`src/rtl/pwq_pkg.sv`:
```
// Package pwq_pkg
// Shared elaboration-time helpers for the pulse-width qualifier.
// Assumes all time quantities are given in picoseconds as positive integers.
package pwq_pkg;

    // Rounded-up integer division, used to turn a picosecond limit into bins.
    function automatic int unsigned ceil_div(input int unsigned num, input int unsigned den);
        return (num + den - 1) / den;
    endfunction

    // Rounded-to-nearest division, used for the bins contained in one clock cycle.
    function automatic int unsigned round_div(input int unsigned num, input int unsigned den);
        return (num + den / 2) / den;
    endfunction

endpackage

```
`src/rtl/pwq_channel.sv`:
```
// Module pwq_channel
// Per-channel edge qualifier. Holds the latest accepted rising stamp,
// refuses rising edges that come too soon after the previous accepted one,
// and on a falling edge emits the waiting rising stamp for one cycle if the
// pulse was wide enough. Assumes at most one edge event per cycle and
// fine < BPC; bin arithmetic is modulo 2**TW.
module pwq_channel #(
    parameter int unsigned COARSE_W   = 32,
    parameter int unsigned FINE_W     = 7,
    parameter int unsigned TW         = 40,
    parameter int unsigned BPC        = 99,
    parameter int unsigned MIN_W_BINS = 1235,
    parameter int unsigned MIN_S_BINS = 1235,
    parameter int unsigned CNT_W      = 16
) (
    input  logic                clk,
    input  logic                rst_n,
    input  logic                ev_valid,
    input  logic                ev_rise,
    input  logic [COARSE_W-1:0] ev_coarse,
    input  logic [FINE_W-1:0]   ev_fine,
    output logic                qual_valid,
    output logic [COARSE_W-1:0] qual_coarse,
    output logic [FINE_W-1:0]   qual_fine,
    output logic [CNT_W-1:0]    overlap_cnt,
    output logic [CNT_W-1:0]    space_cnt
);

    logic [TW-1:0]       ev_bins;
    logic [TW-1:0]       pend_bins;
    logic [TW-1:0]       last_bins;
    logic [COARSE_W-1:0] pend_coarse;
    logic [FINE_W-1:0]   pend_fine;
    logic                pend_v;
    logic                last_v;
    logic [TW-1:0]       rise_gap;
    logic [TW-1:0]       width;
    logic                space_ok;
    logic                wide_ok;

    // Convert the incoming stamp to a single bin count and form both differences.
    always_comb begin
        ev_bins  = TW'(ev_coarse) * TW'(BPC) + TW'(ev_fine);
        rise_gap = ev_bins - last_bins;
        width    = ev_bins - pend_bins;
        space_ok = !last_v || (rise_gap >= TW'(MIN_S_BINS));
        wide_ok  = width >= TW'(MIN_W_BINS);
    end

    // Track waiting stamp, spacing history and counters; emit qualified stamps.
    always_ff @(posedge clk) begin
        if (!rst_n) begin
            pend_v      <= 1'b0;
            last_v      <= 1'b0;
            pend_bins   <= '0;
            last_bins   <= '0;
            pend_coarse <= '0;
            pend_fine   <= '0;
            qual_valid  <= 1'b0;
            qual_coarse <= '0;
            qual_fine   <= '0;
            overlap_cnt <= '0;
            space_cnt   <= '0;
        end else begin
            qual_valid <= 1'b0;
            if (ev_valid && ev_rise) begin
                if (space_ok) begin
                    if (pend_v) overlap_cnt <= overlap_cnt + 1'b1;
                    pend_v      <= 1'b1;
                    pend_bins   <= ev_bins;
                    pend_coarse <= ev_coarse;
                    pend_fine   <= ev_fine;
                    last_v      <= 1'b1;
                    last_bins   <= ev_bins;
                end else begin
                    space_cnt <= space_cnt + 1'b1;
                end
            end else if (ev_valid && pend_v) begin
                pend_v <= 1'b0;
                if (wide_ok) begin
                    qual_valid  <= 1'b1;
                    qual_coarse <= pend_coarse;
                    qual_fine   <= pend_fine;
                end
            end
        end
    end


    qual_src_chk: assert property (@(posedge clk) disable iff (!rst_n)
        qual_valid |-> $past(ev_valid && !ev_rise && pend_v));


    space_cnt_src_chk: assert property (@(posedge clk) disable iff (!rst_n)
        (space_cnt != $past(space_cnt)) |-> $past(ev_valid && ev_rise && last_v));


    overlap_src_chk: assert property (@(posedge clk) disable iff (!rst_n)
        (overlap_cnt != $past(overlap_cnt)) |-> $past(ev_valid && ev_rise && pend_v));

endmodule

```
`src/rtl/pwq_skid.sv`:
```
// Module pwq_skid
// Small per-channel queue for qualified stamps. A push that finds the
// queue full is dropped and sets a sticky overflow flag. Assumes pop is
// only meaningful when not empty; a pop on empty is ignored.
module pwq_skid #(
    parameter int unsigned W     = 39,
    parameter int unsigned DEPTH = 2
) (
    input  logic         clk,
    input  logic         rst_n,
    input  logic         push,
    input  logic [W-1:0] push_data,
    input  logic         pop,
    output logic         empty,
    output logic [W-1:0] head,
    output logic         ovf
);

    localparam int unsigned PW  = (DEPTH > 1) ? $clog2(DEPTH) : 1;
    localparam int unsigned CTW = $clog2(DEPTH + 1);

    logic [W-1:0]   mem [DEPTH];
    logic [PW-1:0]  wr_ptr;
    logic [PW-1:0]  rd_ptr;
    logic [CTW-1:0] count;
    logic           full;
    logic           do_push;
    logic           do_pop;

    // Occupancy flags and accepted operations.
    always_comb begin
        full    = (count == CTW'(DEPTH));
        empty   = (count == '0);
        do_push = push && !full;
        do_pop  = pop && !empty;
        head    = mem[rd_ptr];
    end

    // Store accepted stamps; storage needs no reset.
    always_ff @(posedge clk) begin
        if (do_push) mem[wr_ptr] <= push_data;
    end

    // Pointers, occupancy and sticky overflow.
    always_ff @(posedge clk) begin
        if (!rst_n) begin
            wr_ptr <= '0;
            rd_ptr <= '0;
            count  <= '0;
            ovf    <= 1'b0;
        end else begin
            if (do_push) wr_ptr <= (wr_ptr == PW'(DEPTH - 1)) ? '0 : wr_ptr + 1'b1;
            if (do_pop)  rd_ptr <= (rd_ptr == PW'(DEPTH - 1)) ? '0 : rd_ptr + 1'b1;
            count <= count + CTW'(do_push) - CTW'(do_pop);
            if (push && full) ovf <= 1'b1;
        end
    end


    depth_bound_chk: assert property (@(posedge clk) disable iff (!rst_n)
        count <= CTW'(DEPTH));


    ovf_sticky_chk: assert property (@(posedge clk) disable iff (!rst_n)
        ovf |=> ovf);

endmodule

```
`src/rtl/pwq_rr_arb.sv`:
```
// Module pwq_rr_arb
// Round-robin arbiter with grant hold. The search starts at the channel
// after the last one served; while the consumer stalls, the grant is frozen
// so the selected output stays stable. Assumes a requester stays asserted
// until it is served.
module pwq_rr_arb #(
    parameter int unsigned N  = 5,
    parameter int unsigned IW = 3
) (
    input  logic          clk,
    input  logic          rst_n,
    input  logic [N-1:0]  req,
    input  logic          ready,
    output logic          any,
    output logic [IW-1:0] grant
);

    logic [IW-1:0] ptr;
    logic [IW-1:0] pick;
    logic          hold_v;
    logic [IW-1:0] hold_idx;

    // Find the first requester at or after the pointer, wrapping around.
    always_comb begin
        logic found;
        int   idx;
        found = 1'b0;
        pick  = ptr;
        for (int i = 0; i < int'(N); i++) begin
            idx = (int'(ptr) + i) % int'(N);
            if (!found && req[idx]) begin
                found = 1'b1;
                pick  = IW'(idx);
            end
        end
        any   = |req;
        grant = hold_v ? hold_idx : pick;
    end

    // Advance the pointer on a transfer; freeze the grant on a stall.
    always_ff @(posedge clk) begin
        if (!rst_n) begin
            ptr      <= '0;
            hold_v   <= 1'b0;
            hold_idx <= '0;
        end else begin
            hold_v   <= any && !ready;
            hold_idx <= grant;
            if (any && ready) ptr <= (grant == IW'(N - 1)) ? '0 : grant + 1'b1;
        end
    end


    grant_req_chk: assert property (@(posedge clk) disable iff (!rst_n)
        any |-> req[grant]);


    grant_hold_chk: assert property (@(posedge clk) disable iff (!rst_n)
        (any && !ready) |=> (any && grant == $past(grant)));

endmodule

```
`src/rtl/pulse_width_qualifier.sv`:
```
// Module pulse_width_qualifier
// Top level: one qualifier and one skid queue per channel, merged through
// a round-robin arbiter onto a tagged valid/ready stream. Assumes all
// channels share one time base and fine counts stay below the bins per cycle.
module pulse_width_qualifier #(
    parameter int unsigned NUM_CH       = 5,
    parameter int unsigned COARSE_W     = 32,
    parameter int unsigned FINE_W       = 7,
    parameter int unsigned TAG_W        = 3,
    parameter int unsigned CNT_W        = 16,
    parameter int unsigned SKID_DEPTH   = 2,
    parameter int unsigned CLK_PS       = 8000,
    parameter int unsigned BIN_PS       = 81,
    parameter int unsigned MIN_WIDTH_PS = 100000,
    parameter int unsigned MIN_SPACE_PS = 100000
) (
    input  logic                       clk,
    input  logic                       rst_n,
    input  logic [NUM_CH-1:0]          ev_valid,
    input  logic [NUM_CH-1:0]          ev_rise,
    input  logic [NUM_CH*COARSE_W-1:0] ev_coarse,
    input  logic [NUM_CH*FINE_W-1:0]   ev_fine,
    output logic                       out_valid,
    input  logic                       out_ready,
    output logic [TAG_W-1:0]           out_chan,
    output logic [COARSE_W-1:0]        out_coarse,
    output logic [FINE_W-1:0]          out_fine,
    output logic [NUM_CH*CNT_W-1:0]    overlap_cnt,
    output logic [NUM_CH*CNT_W-1:0]    space_cnt,
    output logic [NUM_CH-1:0]          skid_ovf
);

    localparam int unsigned BPC        = pwq_pkg::round_div(CLK_PS, BIN_PS);
    localparam int unsigned MIN_W_BINS = pwq_pkg::ceil_div(MIN_WIDTH_PS, BIN_PS);
    localparam int unsigned MIN_S_BINS = pwq_pkg::ceil_div(MIN_SPACE_PS, BIN_PS);
    localparam int unsigned TW         = COARSE_W + FINE_W + 1;
    localparam int unsigned SW         = COARSE_W + FINE_W;

    logic [NUM_CH-1:0] q_valid;
    logic [NUM_CH-1:0] q_empty;
    logic [NUM_CH-1:0] q_pop;
    logic [SW-1:0]     q_data [NUM_CH];
    logic [SW-1:0]     q_head [NUM_CH];
    logic [TAG_W-1:0]  grant;
    logic              any;

    for (genvar c = 0; c < int'(NUM_CH); c++) begin : g_ch
        logic [COARSE_W-1:0] qc;
        logic [FINE_W-1:0]   qf;

        pwq_channel #(
            .COARSE_W(COARSE_W), .FINE_W(FINE_W), .TW(TW), .BPC(BPC),
            .MIN_W_BINS(MIN_W_BINS), .MIN_S_BINS(MIN_S_BINS), .CNT_W(CNT_W)
        ) u_chan (
            .clk        (clk),
            .rst_n      (rst_n),
            .ev_valid   (ev_valid[c]),
            .ev_rise    (ev_rise[c]),
            .ev_coarse  (ev_coarse[c*COARSE_W +: COARSE_W]),
            .ev_fine    (ev_fine[c*FINE_W +: FINE_W]),
            .qual_valid (q_valid[c]),
            .qual_coarse(qc),
            .qual_fine  (qf),
            .overlap_cnt(overlap_cnt[c*CNT_W +: CNT_W]),
            .space_cnt  (space_cnt[c*CNT_W +: CNT_W])
        );

        assign q_data[c] = {qc, qf};
        assign q_pop[c]  = any && out_ready && (grant == TAG_W'(c));

        pwq_skid #(.W(SW), .DEPTH(SKID_DEPTH)) u_skid (
            .clk      (clk),
            .rst_n    (rst_n),
            .push     (q_valid[c]),
            .push_data(q_data[c]),
            .pop      (q_pop[c]),
            .empty    (q_empty[c]),
            .head     (q_head[c]),
            .ovf      (skid_ovf[c])
        );
    end

    pwq_rr_arb #(.N(NUM_CH), .IW(TAG_W)) u_arb (
        .clk  (clk),
        .rst_n(rst_n),
        .req  (~q_empty),
        .ready(out_ready),
        .any  (any),
        .grant(grant)
    );

    // Drive the merged output from the granted queue head.
    always_comb begin
        out_valid  = any;
        out_chan   = grant;
        out_coarse = q_head[grant][FINE_W +: COARSE_W];
        out_fine   = q_head[grant][FINE_W-1:0];
    end


    out_stable_chk: assert property (@(posedge clk) disable iff (!rst_n)
        (out_valid && !out_ready) |=> (out_valid && $stable(out_chan)
                                       && $stable(out_coarse) && $stable(out_fine)));


    out_tag_range_chk: assert property (@(posedge clk) disable iff (!rst_n)
        out_valid |-> (out_chan < TAG_W'(NUM_CH)));

endmodule

```
`config.mk`:
```
export PLATFORM = sky130hd
export DESIGN_NAME = pulse_width_qualifier
export DESIGN_NICKNAME = d
export VERILOG_FILES = /design/src/rtl/pwq_pkg.sv /design/src/rtl/pwq_channel.sv /design/src/rtl/pwq_skid.sv /design/src/rtl/pwq_rr_arb.sv /design/src/rtl/pulse_width_qualifier.sv
export SDC_FILE = /design/constraint.sdc
export NUM_CORES = 2
export LEC_CHECK = 0
export BUFFER_PORTS_ARGS = -buffer_cell sky130_fd_sc_hd__buf_2
export CAP_MARGIN = 20
export CORE_UTILIZATION = 25
export DETAILED_ROUTE_END_ITERATION = 10
export SLEW_MARGIN = 25
export SYNTH_ARGS = -nofsm -noshare
export SYNTH_HDL_FRONTEND = slang
export SYNTH_SLANG_ARGS = --single-unit
```
`constraint.sdc`:
```
create_clock -name clk -period 10.5 [get_ports clk]
set_clock_uncertainty 0.2 [all_clocks]
set_input_delay 1.05 -clock clk [delete_from_list [all_inputs] [get_ports clk]]
set_output_delay 1.05 -clock clk [all_outputs]
set_load 0.02 [all_outputs]
```
---- Yosys cells after proc, flatten, opt, wreduce, memory -nomap -nowiden ----
Memories as Yosys holds them, arrays and structs flattened. A register that Yosys moved wholly into a read port is not among the register bits.
Index checks and enable logic that the tools add are counted.
word-level totals
  word-level logic and storage cells ...... 358
  memories ................................ 5
  output and inout bits ................... 208
  bits in writable memories ............... 390
  register bits ........................... 797
  input port bits ......................... 208
memory list
  memory              depth  width  rd ports  clocked after memory_dff  write ports  line            source
  g_ch[0].u_skid.mem  2      39     1         1                         1            pwq_skid.sv:22  logic [W-1:0] mem [DEPTH];
  g_ch[1].u_skid.mem  2      39     1         1                         1            pwq_skid.sv:22
  g_ch[2].u_skid.mem  2      39     1         1                         1            pwq_skid.sv:22
  g_ch[3].u_skid.mem  2      39     1         1                         1            pwq_skid.sv:22
  g_ch[4].u_skid.mem  2      39     1         1                         1            pwq_skid.sv:22
cells by class
  equality and inequality tests ........... 14
  $add $sub $neg .......................... 45
  $lt $le $gt $ge ......................... 11
  div/mod/pow operators ................... 5
  bitwise logic cells ..................... 18
  reductions and logical operators ........ 103
  multipliers ............................. 5
  multiplexer cells ....................... 79
operators by type and width
  operator                 number
  $add A39 B7 Y40          5
  $ge A40 B11 Y1 const B   5
  $sub A40 B40 Y40         5
  $mul A32 B7 Y39 const B  5
  $add A16 B1 Y16 const B  10
  $lt A32 B5 Y1 const B    5
  $mod A32 B4 Y32 const B  4
  $bmux W39 S3             1
  $mux W39                 2
  $mux W1                  64
  $logic_and A1 B1 Y1      36
  $mod A4 B4 Y32 const B   1
  $reduce_and A2 Y1        15
  $reduce_and A3 Y1        10
  $mux W3                  7
  $logic_not A1 Y1         20
  $not A1 Y1               16
  $bmux W1 S3              5
  $reduce_or A3 Y1         5
  $add A1 B1 Y1 const B    10
  $add A2 B1 Y2            5
  $eq A2 B2 Y1 const B     5
  $logic_not A2 Y1         5
  $ne A2 B1 Y1 const B     5
  15 further kinds         29

---- Longest topological paths before layout ----
  word-level depth ........................ 24
  mapped depth ............................ 37
  mapped depth without buffers ............ 34

---- By module ----
A second synthesis with hierarchy kept.
second synthesis, totals
  cells, all modules ...................... 9048
  area, all modules ....................... 87138.6 um2
modules (own cells, without submodules)
  module                            times used  area each (um2)  cells an instance  sequential area each (um2)
  pwq_channel (g_ch[2].u_chan ...)  2           13950.9          1640               3062.9
  pwq_channel (g_ch[1].u_chan)      1           13525.5          1588               3062.9
  pwq_channel (g_ch[0].u_chan)      1           13233.9          1527               3062.9
  pwq_channel (g_ch[4].u_chan)      1           13145.1          1435               3062.9
  pwq_skid (g_ch[0].u_skid ...)     4           3146.8           153                2462.4
  pwq_skid (g_ch[4].u_skid)         1           3120.5           154                2462.4
  pwq_rr_arb                        1           2025.7           259                140.1
  pulse_width_qualifier             1           1599.0           193                0.0

---- Worst setup path after synthesis ----
No wires, ideal clock.
  kind .................................... in2reg
  from .................................... input ev_coarse[129]
  to ...................................... register g_ch[4].u_chan.overlap_cnt[13]
  required time ........................... 10.165 ns
  arrival ................................. 8.613 ns
  buffers on the path ..................... 2
  stages on the path ...................... 34
  slack ................................... 1.552 ns
  library setup time ...................... 0.135 ns
  path through ............................ ha_1 inv_1 fa_1 inv_1 fa_1 inv_1 fa_1 inv_1 ha_1 a21o_1 or3_1 o221a_2 a22oi_1 o211ai_1 o211ai_1 nand3b_1 a21oi_1 xnor2_1 ha_1 a21o_1 a21o_1 a21oi_1 nand2_1 a221o_1 a31oi_1 a21oi_1 and4_1 or4_1 nand4_1 clkbuf_1 o21ai_1 clkbuf_1 o311ai_0 o41ai_1
between the ends
  word-level cells in the longest chain between the ends .. 6
ends and longest elaborated chain
  item                                line                         source
  start: declaration                  pulse_width_qualifier.sv:21  input logic [NUM_CH*COARSE_W-1:0] ev_coarse,
  $mul A32 B7 Y39                     pwq_channel.sv:43            ev_bins = TW'(ev_coarse) * TW'(BPC) + TW'(ev_fine);
  $add A39 B7 Y40                     pwq_channel.sv:43
  via g_ch[4].u_chan.ev_bins[24]      pwq_channel.sv:29            logic [TW-1:0] ev_bins;
  $sub A40 B40 Y40                    --
  $ge A40 B11 Y1                      pwq_channel.sv:46            space_ok = !last_v || (rise_gap >= TW'(MIN_S_BINS));
  $logic_or A1 B1 Y1                  pwq_channel.sv:46
  $reduce_and A3 Y1 (no source line)  --
  end signal: assignment              pwq_channel.sv:68            if (pend_v) overlap_cnt <= overlap_cnt + 1'b1;
  end: declaration                    pwq_channel.sv:25            output logic [CNT_W-1:0] overlap_cnt,
The timed path passes the listed nets, and every way through them passes these cells.
A chain may end at the register's enable or synchronous reset.

---- Worst setup path after layout ----
  from .................................... register u_arb.ptr[1]
  to ...................................... output out_coarse[14]
between the ends
  word-level cells in the longest chain between the ends .. 22
  elaborated cells on any way between the ends .. 46
  those cells by class .................... add/sub (4); div (5); mux (28); bitwise (1); reduce/logical (8)
ends and longest elaborated chain
  item                                                      line                         source
  start: declaration                                        pwq_rr_arb.sv:18             logic [IW-1:0] ptr;
  start signal: assignment                                  pwq_rr_arb.sv:49             if (any && ready) ptr <= (grant == IW'(N - 1)) ? '0 : grant + 1'b1;
  branches (longest 16 deep; another with $mod A32 B4 Y32)  --
  $mux W3 (*)                                               pwq_rr_arb.sv:31             if (!found && req[idx]) begin
  $mux W3 (*)                                               pwq_rr_arb.sv:37             grant = hold_v ? hold_idx : pick;
  $not A3 Y4 (implied by the code) (*)                      pulse_width_qualifier.sv:96  out_coarse = q_head[grant][FINE_W +: COARSE_W];
  $bmux W39 S3 (*)                                          pulse_width_qualifier.sv:96
  $mux W39 (*) (2 in series)                                --
  end: declaration                                          pulse_width_qualifier.sv:26  output logic [COARSE_W-1:0] out_coarse,
Every way passes the cells marked *. The select of a mux whose other input is x is not followed.

==> summary.md <==
| Metric | Value |
|---|---|
| Status | `finished clean` |
| Cells after Synth | `8772` |
| Final Max Tran Viols | `0` |
| Post-CTS Resized | `0` |
| Clk Latency, worst-skew pair | `0.82 ns` |
| Setup violators final | `0` |
| GRT Resource Usage Total | `14.8%` |
| CTS buffer count | `148` |
| Fill count | `34700` |
| Setup WS post-layout | `0.837 ns` |
| Least-Margin Pin Slew | `1.13 ns` |
| Worst min path class | `flip-flop to flip-flop` |
| HP Start | `g_ch[2].u_chan.qual_coarse[30]` |
| CTS max path bufs | `4` |
| TNS Setup | `0 ns` |
| RSZ-0062 raised after global routing | `false` |
| Origin of the worst setup path | `u_arb.ptr[1]` |
| Achievable Freq | `103 MHz` |
| Post-synth top cells | `nand2_1, ha_1, dfxtp_1` |
| Synthesis-to-layout area growth | `14.6%` |
| Worst path max stage delay | `0.84 ns` |
| Pre-CTS setup slack | `0.295 ns` |
| Congestion Overflow GR | `0` |
| Crit path required time | `9.25 ns` |
| R2R Setup Slk | `2.29 ns` |
| Worst r2r src | `u_arb.ptr[1]` |
| Clock-pin slew on the worst setup and hold paths | `0.06 ns` |
| CTS sink cnt | `1192` |
| Worst-case reg-to-reg path depth | `31` |
| Syn_nets | `10100` |
| Setup Buffers After CTS | `0` |
| Post-route ant nets | `0` |
| CP Max Fanout | `16` |
| Vias per inst | `4.80` |
| Vias in the first global route | `61300` |
| Port buffer count | `415` |
| Final critical path time including I/O delays and setup | `9.66 ns` |
| Starting Density | `25.2%` |
| First-pass GRT wire length | `380000 um` |
| Dpl hpwl | `198000 um` |
| Final Cycle Share | `92.0%` |
| Slew margin rel. | `24.6%` |
| Largest net degree at the start of global routing | `201` |
| Top-count cell post-synth | `nand2_1` |
| Top cells by area, synth | `dfxtp_1, edfxtp_1, ha_1` |
| Synth top area share | `19.4%` |
| Final hold vios | `0` |
| Avg Inst Size Synth | `9.42 um2` |
| Endpoint, Worst Hold | `g_ch[2].u_skid.mem[0][37]` |
| Horiz. Die Dim | `577 um` |
| Max-Cap Viols | `0` |
| # rows | `210` |
| Clk root buf | `clkbuf_16` |
| Worst path cell trace | `inv_1 > ha_1 > inv_1 > ha_1 > nor2_1 > a21oi_1 > xnor2_1 > inv_1 > ha_1 > inv_1 > nor2_1 > o32ai_1 > mux2i_1 > inv_1 > a2111oi_0 > or2_2 > nand3_1 > o21ai_0 > o31a_1 > nor2b_2 > buf_4 > a22oi_1 > nand2_1 > buf_2` |
| Final #Nets | `10400` |
| Worst EP arrival | `8.41 ns` |
| Ys Warns | `0` |
| DIE AREA | `0.333 mm2` |
| Critical-path top delay cell | `nor2b_2` |
| CTS tree | `yes` |
| H-tree depth | `4` |
| Critical Path Sink Type | `output pin` |
| Cell mode on critical path | `inv_1` |
| Reg-to-reg critical path endpoint | `g_ch[3].u_skid.count[1]` |
| Hold Path Stages | `0` |
| Cts-stage hold buffer count | `0` |
| IO Count | `416` |
| DR vias | `65100` |
| Die H | `577 um` |
| WL/cell | `18.6 um` |
| GPL Wtd Cong | `0.905` |
| Post-Synthesis Cell Area | `0.0826 mm2` |
| Residual DRC count | `0` |
| 1st-iter DRT viols | `4830` |
| Total core area | `0.328 mm2` |
| Register area share after synthesis | `33.6%` |
| Distinct cells, synth | `103` |
| Antenna violations before repair | `56` |
| Layout cells sized above 1 | `10.3%` |
| Top_reg_cell synth | `dfxtp_1` |
| Final wirelength | `252000 um` |
| First drt pass iteration count | `7` |
| Startpoint Class | `flip-flop` |
| Worst setup path category | `flip-flop to output pin` |
| #FFs+latches synth | `1192` |
| Number of enable flip-flop cells after synthesis | `390` |
| Hold_ws | `0.189 ns` |
| Post-synth top area cell | `dfxtp_1` |
| Synth async-reset ratio | `0%` |
-- how the worst max path moves through the flow --
| stage | end | slack [ns] |
|---|---|---|
| after global placement | g_ch[4].u_chan.space_cnt[8] | 0.43 |
| after floorplan | g_ch[4].u_chan.overlap_cnt[13] | 1.55 |
| after CTS | out_coarse[16] | 0.77 |
| final | out_coarse[14] | 0.84 |
| after global routing | out_coarse[4] | 0.03 |
| after detailed placement | g_ch[4].u_chan.space_cnt[8] | 0.30 |
-- area by class of cell --
class	count	area (um2)	area share, %
timing repair buffer	515	3120	3.29
sequential	1192	27800	29.3
clock inverter	65	606	0.639
multi-input combinational	6542	51100	53.9
antenna	27	67.6	0.0713
clock buffer	196	4140	4.37
inverter	669	2520	2.66
tap	4346	5440	5.74
-- kinds of logic after synthesis --
family,after synthesis,synth area share [%]
AOI/OAI and AO/OA,1805,14.3
xor gates and xnor gates,298,3.18
adders and majority gates,1169,20.4
buffers and inverters,1038,4.84
DFF,1192,33.6
muxes,745,9.20
and+or+nand+nor,2525,14.4
-- flip-flops by register name, summed over array words and instances, names as in the netlist, 5 cells and up, named ones only --
| signal | count |
|---|---|
| g_ch.u_chan.pend_coarse | 160 |
| g_ch.u_chan.last_bins | 40 |
| g_ch.u_skid.mem | 390 |
| g_ch.u_chan.qual_coarse | 160 |
| g_ch.u_chan.pend_fine | 35 |
| g_ch.u_skid.rd_ptr | 5 |
| g_ch.u_skid.count | 10 |
| g_ch.u_chan.overlap_cnt | 80 |
| g_ch.u_chan.pend_bins | 160 |
| g_ch.u_chan.pend_v | 5 |
| g_ch.u_chan.space_cnt | 80 |
| g_ch.u_skid.wr_ptr | 5 |
| g_ch.u_chan.last_v | 5 |
| g_ch.u_chan.qual_valid | 5 |
| g_ch.u_skid.ovf | 5 |
| g_ch.u_chan.qual_fine | 35 |
-- per-layer routing --
layer / track usage [%] / share of wire (%) / wire length, um
met2: 23.0 / 44 / 110000
met3: 2.44 / 5.6 / 14200
met5: 0 / 0.068 / 172
met1: 20.1 / 46 / 116000
met4: 6.29 / 4.7 / 11800
-- cell usage in the layout (no fill, tap or decap), drive strengths merged, types with 73 or more instances in the layout --
cell type / netlist / layout
edfxtp: 390 / 390
o21ai: 304 / 304
nor2: 576 / 576
fa: 301 / 301
and3: 97 / 97
a21o: 159 / 159
nand4: 73 / 73
xnor2: 209 / 209
a21oi: 566 / 566
xor2: 88 / 88
buf: 79 / 515
mux2i: 648 / 648
ha: 868 / 868
nand2b: 154 / 154
nand3: 231 / 231
o211ai: 128 / 128
clkbuf: 290 / 196
mux2: 95 / 95
dfxtp: 802 / 802
inv: 668 / 675
nand2: 918 / 918
nor3: 98 / 98
-- stage by stage --
stage / utilization, % / instance area, um2 / std cells
3_3_place_gp: 27.4 / 89900 / 13300
5_1_grt: 28.9 / 94700 / 13500
3_5_place_dp: 27.4 / 89900 / 13300
6_report: 28.9 / 94700 / 13600
4_1_cts: 28.9 / 94600 / 13500
2_1_floorplan: - / 82600 / 8772
-- worst max-delay path, delay by kind of cell, from the launching register on --
family	cells	cell delay [ns]
compound gates	6	2.07
mux	1	0.34
xor+xnor	1	0.24
fa+ha+maj	3	1.10
buf+inv	7	1.38
simple gates	6	1.78
flops	1	0.70
Power is left out: the tool's default activity adds up to more than one toggle a clock period on the data nets, which glitch-free logic cannot reach.
